==> config.mk <==
export PLATFORM = sky130hd
export DESIGN_NAME = idle_wake_ctrl
export DESIGN_NICKNAME = d
export VERILOG_FILES = /design/src/rtl/idle_wake_pkg.sv /design/src/rtl/idle_div_counter.sv /design/src/rtl/irq_pend_sampler.sv /design/src/rtl/idle_wake_ctrl.sv
export SDC_FILE = /design/constraint.sdc
export NUM_CORES = 1
export LEC_CHECK = 0
export ABC_CLOCK_PERIOD_IN_PS = 2500
export BUFFER_PORTS_ARGS = -buffer_cell sky130_fd_sc_hd__clkbuf_2
export CAP_MARGIN = 20
export CORE_MARGIN = 2
export CORE_UTILIZATION = 51
export DETAILED_ROUTE_END_ITERATION = 12
export GPL_ROUTABILITY_DRIVEN = 0
export GPL_TIMING_DRIVEN = 0
export HOLD_SLACK_MARGIN = 0.02
export PLACE_DENSITY = 0.83
export SYNTH_ARGS = -nofsm -noshare
export SYNTH_HDL_FRONTEND = slang
export SYNTH_HIERARCHICAL = 1
export SYNTH_SLANG_ARGS = --single-unit
==> constraint.sdc <==
create_clock -name clk -period 2.5 [get_ports clk]
set_input_delay 0.375 -clock clk [delete_from_list [all_inputs] [get_ports clk]]
set_output_delay 0.375 -clock clk [all_outputs]
set_load 0.03 [all_outputs]
==> src/rtl/idle_wake_pkg.sv <==
package idle_wake_pkg;

  // Divisor select codes; the value is the power-of-two step above the base divisor.
  typedef enum logic [1:0] {
    DIV_X16  = 2'b00,
    DIV_X32  = 2'b01,
    DIV_X64  = 2'b10,
    DIV_X128 = 2'b11
  } div_sel_e;

  function automatic int unsigned sel_step(input div_sel_e s);
    case (s)
      DIV_X16:  return 0;
      DIV_X32:  return 1;
      DIV_X64:  return 2;
      default:  return 3;
    endcase
  endfunction

endpackage

==> src/rtl/idle_div_counter.sv <==
module idle_div_counter
  import idle_wake_pkg::*;
#(
  parameter int BASE_LOG = 4,
  localparam int CNT_W = BASE_LOG + 3
) (
  input  logic       clk,
  input  logic       rst,
  input  logic       start,
  input  logic       run,
  input  logic       div_en,
  input  logic [1:0] div_sel,
  output logic       at_lim,
  output logic       tick_o
);

  logic [CNT_W-1:0] cnt_q;
  logic [CNT_W-1:0] lim_q;
  logic [CNT_W-1:0] lim_sel;
  logic             tick_q;

  // Limit is n-1 = a run of ones, BASE_LOG+step wide; zero for plain idle.
  always_comb begin
    int unsigned width;
    width = BASE_LOG + sel_step(div_sel_e'(div_sel));
    for (int i = 0; i < CNT_W; i++) begin
      lim_sel[i] = div_en && (i < width);
    end
  end

  assign at_lim = (cnt_q == lim_q);

  always_ff @(posedge clk) begin
    if (rst) begin
      cnt_q  <= '0;
      lim_q  <= '0;
      tick_q <= 1'b0;
    end else if (start) begin
      cnt_q  <= '0;
      lim_q  <= lim_sel;
      tick_q <= 1'b0;
    end else if (run) begin
      cnt_q  <= at_lim ? '0 : cnt_q + CNT_W'(1);
      tick_q <= at_lim;
    end else begin
      tick_q <= 1'b1;
    end
  end

  assign tick_o = tick_q;

  assert_cnt_in_range_R3: assert property (@(posedge clk) disable iff (rst)
    run |-> (cnt_q <= lim_q));

  assert_lim_held_R1: assert property (@(posedge clk) disable iff (rst)
    (run && $past(run)) |-> $stable(lim_q));

endmodule

==> src/rtl/irq_pend_sampler.sv <==
module irq_pend_sampler #(
  parameter int IRQ_W = 4
) (
  input  logic             clk,
  input  logic             rst,
  input  logic             clr,
  input  logic             run,
  input  logic             take,
  input  logic [IRQ_W-1:0] irq,
  input  logic [IRQ_W-1:0] irq_en,
  output logic             hit
);

  logic [IRQ_W-1:0] pend_q;
  logic [IRQ_W-1:0] live;

  assign live = irq & irq_en;
  assign hit  = |(pend_q | live);

  always_ff @(posedge clk) begin
    if (rst || clr || take) begin
      pend_q <= '0;
    end else if (run) begin
      pend_q <= pend_q | live;
    end
  end

  assert_pend_kept_R6: assert property (@(posedge clk) disable iff (rst)
    (run && !take && !clr) |=> ((pend_q & $past(pend_q)) == $past(pend_q)));

endmodule

==> src/rtl/idle_wake_ctrl.sv <==
module idle_wake_ctrl #(
  parameter int IRQ_W    = 4,
  parameter int BASE_LOG = 4
) (
  input  logic             clk,
  input  logic             rst,
  input  logic             idle_req,
  input  logic             div_en,
  input  logic [1:0]       div_sel,
  input  logic [IRQ_W-1:0] irq,
  input  logic [IRQ_W-1:0] irq_en,
  output logic             clk_tick,
  output logic             idle_o,
  output logic             wake_o
);

  logic idle_q;
  logic wake_q;
  logic start;
  logic take;
  logic at_lim;
  logic hit;

  assign start = idle_req && !idle_q && !wake_q;
  assign take  = idle_q && at_lim && hit;

  idle_div_counter #(.BASE_LOG(BASE_LOG)) u_div (
    .clk     (clk),
    .rst     (rst),
    .start   (start),
    .run     (idle_q),
    .div_en  (div_en),
    .div_sel (div_sel),
    .at_lim  (at_lim),
    .tick_o  (clk_tick)
  );

  irq_pend_sampler #(.IRQ_W(IRQ_W)) u_pend (
    .clk    (clk),
    .rst    (rst),
    .clr    (start),
    .run    (idle_q),
    .take   (take),
    .irq    (irq),
    .irq_en (irq_en),
    .hit    (hit)
  );

  always_ff @(posedge clk) begin
    if (rst) begin
      idle_q <= 1'b0;
      wake_q <= 1'b0;
    end else begin
      wake_q <= take;
      if (start)     idle_q <= 1'b1;
      else if (take) idle_q <= 1'b0;
    end
  end

  assign idle_o = idle_q;
  assign wake_o = wake_q;

  assert_wake_single_R7: assert property (@(posedge clk) disable iff (rst)
    wake_q |=> !wake_q);

  assert_idle_falls_with_wake_R7: assert property (@(posedge clk) disable iff (rst)
    wake_q |-> (!idle_q && $past(idle_q)));

  assert_no_reentry_in_wake_R9: assert property (@(posedge clk) disable iff (rst)
    wake_q |=> !idle_q);

  assert_reset_clears_R8: assert property (@(posedge clk)
    rst |=> (!idle_q && !wake_q));

endmodule

Word-level counts from Yosys, hierarchy flattened --
Cells that the tools add are included.
Word-level totals: bits of input ports 14, flip-flop bits (word level) 21, output and inout port bits 3, word-level logic and storage cells 44
Cells by class: add/subtract/negate cells 2, eq/ne operators 3, reduce and logical (&&, ||, !) cells 19, mux-type cells 5, order comparisons 7, bitwise operators 2
Operators by type and width (number):
- less-than comparator 3 x 32 -> 1 bit (first input constant) | 3
- less-than comparator 1 x 32 -> 1 bit (first input constant) | 2
- less-than comparator 2 x 32 -> 1 bit (first input constant) | 2
- logical AND 1 bit | 11
- adder 7 x 1 -> 7 bit (second input constant) | 1
- == test 7 bit | 1
- two-way mux 7 bit | 1
- one-hot mux 2 bit (3 select lines) | 1
- adder 3 x 2 -> 4 bit (first input constant) | 1
- AND 4 bit | 1
- bitwise OR 4 bit | 1
- OR reduction 4 bit | 1
- two-way mux 1 bit | 3
- == test 2 x 1 -> 1 bit (second input constant) | 1
- == test 2 bit (second input constant) | 1
- zero test 1 bit | 2
- zero test 2 bit | 1
- logical OR 1 bit | 2
- nonzero test 2 bit | 1
- OR reduction 2 bit | 1

Logic depth before layout (Yosys ltp) --
word-level depth 6, depth in mapped cells 6, depth with buffers taken out 6

Modules after synthesis --
The synthesis kept the hierarchy.
By module, submodules not included:
- idle_div_counter | times used 1, area each 569.3 um2, cells each 61
- irq_pend_sampler | times used 1, area each 157.7 um2, cells each 17
- idle_wake_ctrl | times used 1, area each 85.1 um2, cells each 8

Worst setup path before layout --
OpenSTA, ideal clock, no wires.
kind reg2reg, start point reg u_div.cnt_q[0], end point reg u_pend.pend_q[0], data arrival time 1903 ps, path slack 482 ps, path buffers 0, setup time 115 ps, cell stages (with the launch flop) 7, data required time 2385 ps, cell sequence dfxtp_1 or4_1 o22a_1 nor4_4 and3_4 or3_4 nor2_1
On the way: word-level cells in the longest chain between the ends 4
Ends and longest elaborated chain:
- start, declared | RTL line idle_div_counter.sv:17 | logic [CNT_W-1:0] cnt_q;
- start signal, assigned | RTL line idle_div_counter.sv:43 | cnt_q <= at_lim ? '0 : cnt_q + CNT_W'(1);
- == test 7 bit | RTL line idle_div_counter.sv:31 | assign at_lim = (cnt_q == lim_q);
- via at_lim | RTL line idle_wake_ctrl.sv:21 | logic at_lim;
- logical AND 1 bit (2 in series) | RTL line idle_wake_ctrl.sv:25 | assign take = idle_q && at_lim && hit;
- via take | RTL line idle_wake_ctrl.sv:20 | logic take;
- logical OR 1 bit | RTL line irq_pend_sampler.sv:21 | if (rst || clr || take) begin
- end signal, assigned | RTL line irq_pend_sampler.sv:24 | pend_q <= pend_q | live;
- end, declared | RTL line irq_pend_sampler.sv:14 | logic [IRQ_W-1:0] pend_q;
The timed path passes the listed nets, and every way through them passes these cells. A chain may end at the register's enable or synchronous reset.

Worst setup path after layout --
start point reg u_div.cnt_q[0], end point reg u_pend.pend_q[1]
The elaborated chain is that of the path after synthesis.

==> results.sh <==
export IMPL_cts_sinks=18
export IMPL_worst_pin_slew_ps=521.9
export IMPL_ir_drop_uv=470.8
export IMPL_period_share=0.8992
export IMPL_drtIter0Drc=14
export IMPL_min_period_ps=2248
export IMPL_cts_buffer_depth=2
export IMPL_cp_data_arrival_time_ps=2450
export IMPL_setup_viol=0
export IMPL_timing_hold_ws_ps=340.4
export IMPL_finalCoreUtilization=0.6296
export IMPL_post_cts_buffers=0
export IMPL_cts_tree="yes"
export IMPL_ys_warnings_count=6
export IMPL_cts_buffers=3
export IMPL_die_area_um2=1927
export IMPL_outcome="completed"
export IMPL_crit_path_start_kind="flop"
export IMPL_dpl_hpwl_mm=1.103
export IMPL_antenna_found_initial=0
export IMPL_path_max_fanout=9
export IMPL_die_w_um=43.90
export IMPL_io_buffer_count=16
export IMPL_ys_types=29
export IMPL_synth_compound_area_frac=0.1803
export IMPL_grt_pass1_wl_mm=2.573
export IMPL_synth_area_per_cell_um2=9.442
export IMPL_ioPinCount=17
export IMPL_ant_nets=0
export IMPL_grt_overflow=0
export IMPL_rsz0062_at_grt="false"
export IMPL_antenna_cells=0
export IMPL_placed_cell_area_um2=912.1
export IMPL_path_clk_slew_ps=100
export IMPL_final_area_um2=948.4
export IMPL_syn_area_um2=812.0
export IMPL_num_rows=14
export IMPL_worst_ep_required_time_ps=2700
export IMPL_first_global_vias=609
export IMPL_synthMuxAreaShare=0.01233
export IMPL_syn_nets=101
export IMPL_powerDensity_nw_per_um2=616.5
export IMPL_synth_fa_ha_area_frac=0.01541
export IMPL_slew_headroom=0.6495
export IMPL_power_leakage_nw=0.3890
export IMPL_crit_type="flop to flop"
export IMPL_grt_util_met2=0.2618
export IMPL_initial_core_util=0.5390
export IMPL_ys_seq_area_frac=0.4438
export IMPL_use_met3=0.01250
export IMPL_drc_errors=0
export IMPL_routed_wl_mm=1.453
export IMPL_synthToLayoutAreaGrowth_pct=16.80
export IMPL_synthSimpleGateAreaFrac=0.2542
export IMPL_nets=122
export IMPL_dr_pass1_iters=4
export IMPL_hold_viol_final=0
export IMPL_fin_skew_ps=3.769
export IMPL_hp_class="input pin to flop"
export IMPL_root_buffer="clkbuf_4"
export IMPL_max_cap_violations=0
export IMPL_timing_fmax_ghz=0.4448
export IMPL_drive_above_1_share=0.2358
export IMPL_busiest_layer="met2"
export IMPL_vias_per_cell=5.836
export IMPL_grt_max_degree=11
export IMPL_cts_max_level=1
export IMPL_final_common_cell="dfxtp_1"
export IMPL_fp_dieH_um=43.90
export IMPL_slew_viol_final=0
export IMPL_grt_use_total=0.1775
export IMPL_drt_wirelength_per_cell_um=11.91
export IMPL_synth_xor_xnor_area_share=0.07550
export IMPL_fin_setup_tns_ps=0
export IMPL_grt_use_met1=0.2513
export IMPL_core_area_um2=1506
export IMPL_synth_cells=86
export IMPL_crit_path_end_kind="flop"
export IMPL_vias=712
export IMPL_mostFrequentLayoutCells="18 x dfxtp_1, 16 x clkbuf_2, 8 x nor2_1, 7 x nand3_1, 7 x xor2_1"
export IMPL_synth_ff_latch_count=18
export IMPL_clk_latency_ps=290
export IMPL_ctsResizeCount=0
export IMPL_synth_top_family_by_area="simple AND/OR/NAND/NOR gates"
export IMPL_hold_buffers=0
-- worst paths after layout --
kind               startpoint                to  slack [ps]  cells past startpoint
max            u_div/cnt_q[0]  u_pend/pend_q[1]         250                      6
min                       rst            idle_o         340                      2
min reg2reg  u_pend/pend_q[2]  u_pend/pend_q[2]         490                      2
max reg2reg    u_div/cnt_q[0]  u_pend/pend_q[1]         250                      6
-- cells in the mapped netlist, drive strengths merged --
| library cell | number | area share |
|---|---|---|
| a211oi | 6 | 0.062 |
| a21oi | 3 | 0.018 |
| a22oi | 2 | 0.018 |
| a31oi | 4 | 0.031 |
| and2b | 1 | 0.0092 |
| and3 | 2 | 0.022 |
| clkbuf | 2 | 0.0092 |
| dfxtp | 18 | 0.44 |
| ha | 1 | 0.015 |
| inv | 2 | 0.0092 |
| mux2i | 1 | 0.012 |
| nand2 | 2 | 0.0092 |
| nand2b | 4 | 0.031 |
| nand3 | 7 | 0.043 |
| nand4 | 4 | 0.031 |
| nor2 | 8 | 0.037 |
| nor4 | 2 | 0.034 |
| o211ai | 2 | 0.018 |
| o21a | 1 | 0.0092 |
| o21ai | 2 | 0.012 |
| o22a | 1 | 0.011 |
| or2 | 1 | 0.0077 |
| or3 | 2 | 0.022 |
| or4 | 1 | 0.0092 |
| xor2 | 7 | 0.076 |
-- where the power goes --
| part | internal (W) | switching [W] | total [W] |
|---|---|---|---|
| combinational | 0.0000416 | 0.0000584 | 0.000100 |
| clock | 0.0000888 | 0.0000877 | 0.000176 |
| sequential | 0.000298 | 0.0000104 | 0.000308 |
-- layout make-up --
type                       instances  area, µm²
fill                             130      558.0
multi-input combinational         64      436.7
sequential                        18      360.3
timing repair buffer              16      80.08
clock buffer                       4      36.28
tap                               16      20.02
buffer                             2      7.507
inverter                           2      7.507
-- registers in the layout, indices dropped and copies added, names as in the netlist --
register / flops
wake_o: 1
idle_o: 1
u_div/tick_o: 1
u_div/lim_q: 4
u_div/cnt_q: 7
u_pend/pend_q: 4
-- critical path, cell delays in order (launching register included) --
cell     delay [ps]
dfxtp_1         380
or4_1           540
o22a_1          230
nor4_4          540
and3_4          300
or3_4           140
nor2_1           40
-- per-layer routing --
layer	up-vias	routed length, µm	part of all wire
met5	-	0	0
met4	0	34	0.023
met3	4	55	0.038
met2	16	671	0.46
met1	329	692	0.48
li1	363	-	-
-- logic make-up (layout without fill, tap and decap cells) --
| logic type | after synthesis | after routing |
|---|---|---|
| adder cells (fa/ha/maj) | 1 | 1 |
| AND/OR/NAND/NOR | 34 | 34 |
| XOR/XNOR | 7 | 7 |
| multiplexers | 1 | 1 |
| buffers and inverters | 4 | 24 |
| AO/OA/AOI/OAI | 21 | 21 |
| flip-flops | 18 | 18 |
-- per-stage QoR --
step,std cells,power (W),setup slack (ps)
after global placement,118,0.0004112,305.5
final,122,0.0005847,252.0
after detailed placement,118,0.0004142,283.1
after floorplan,86,0.0003822,482.0
after global routing,122,0.0006095,167.5
after CTS,122,0.0005884,259.4
(Power assumes the default switching activity.)
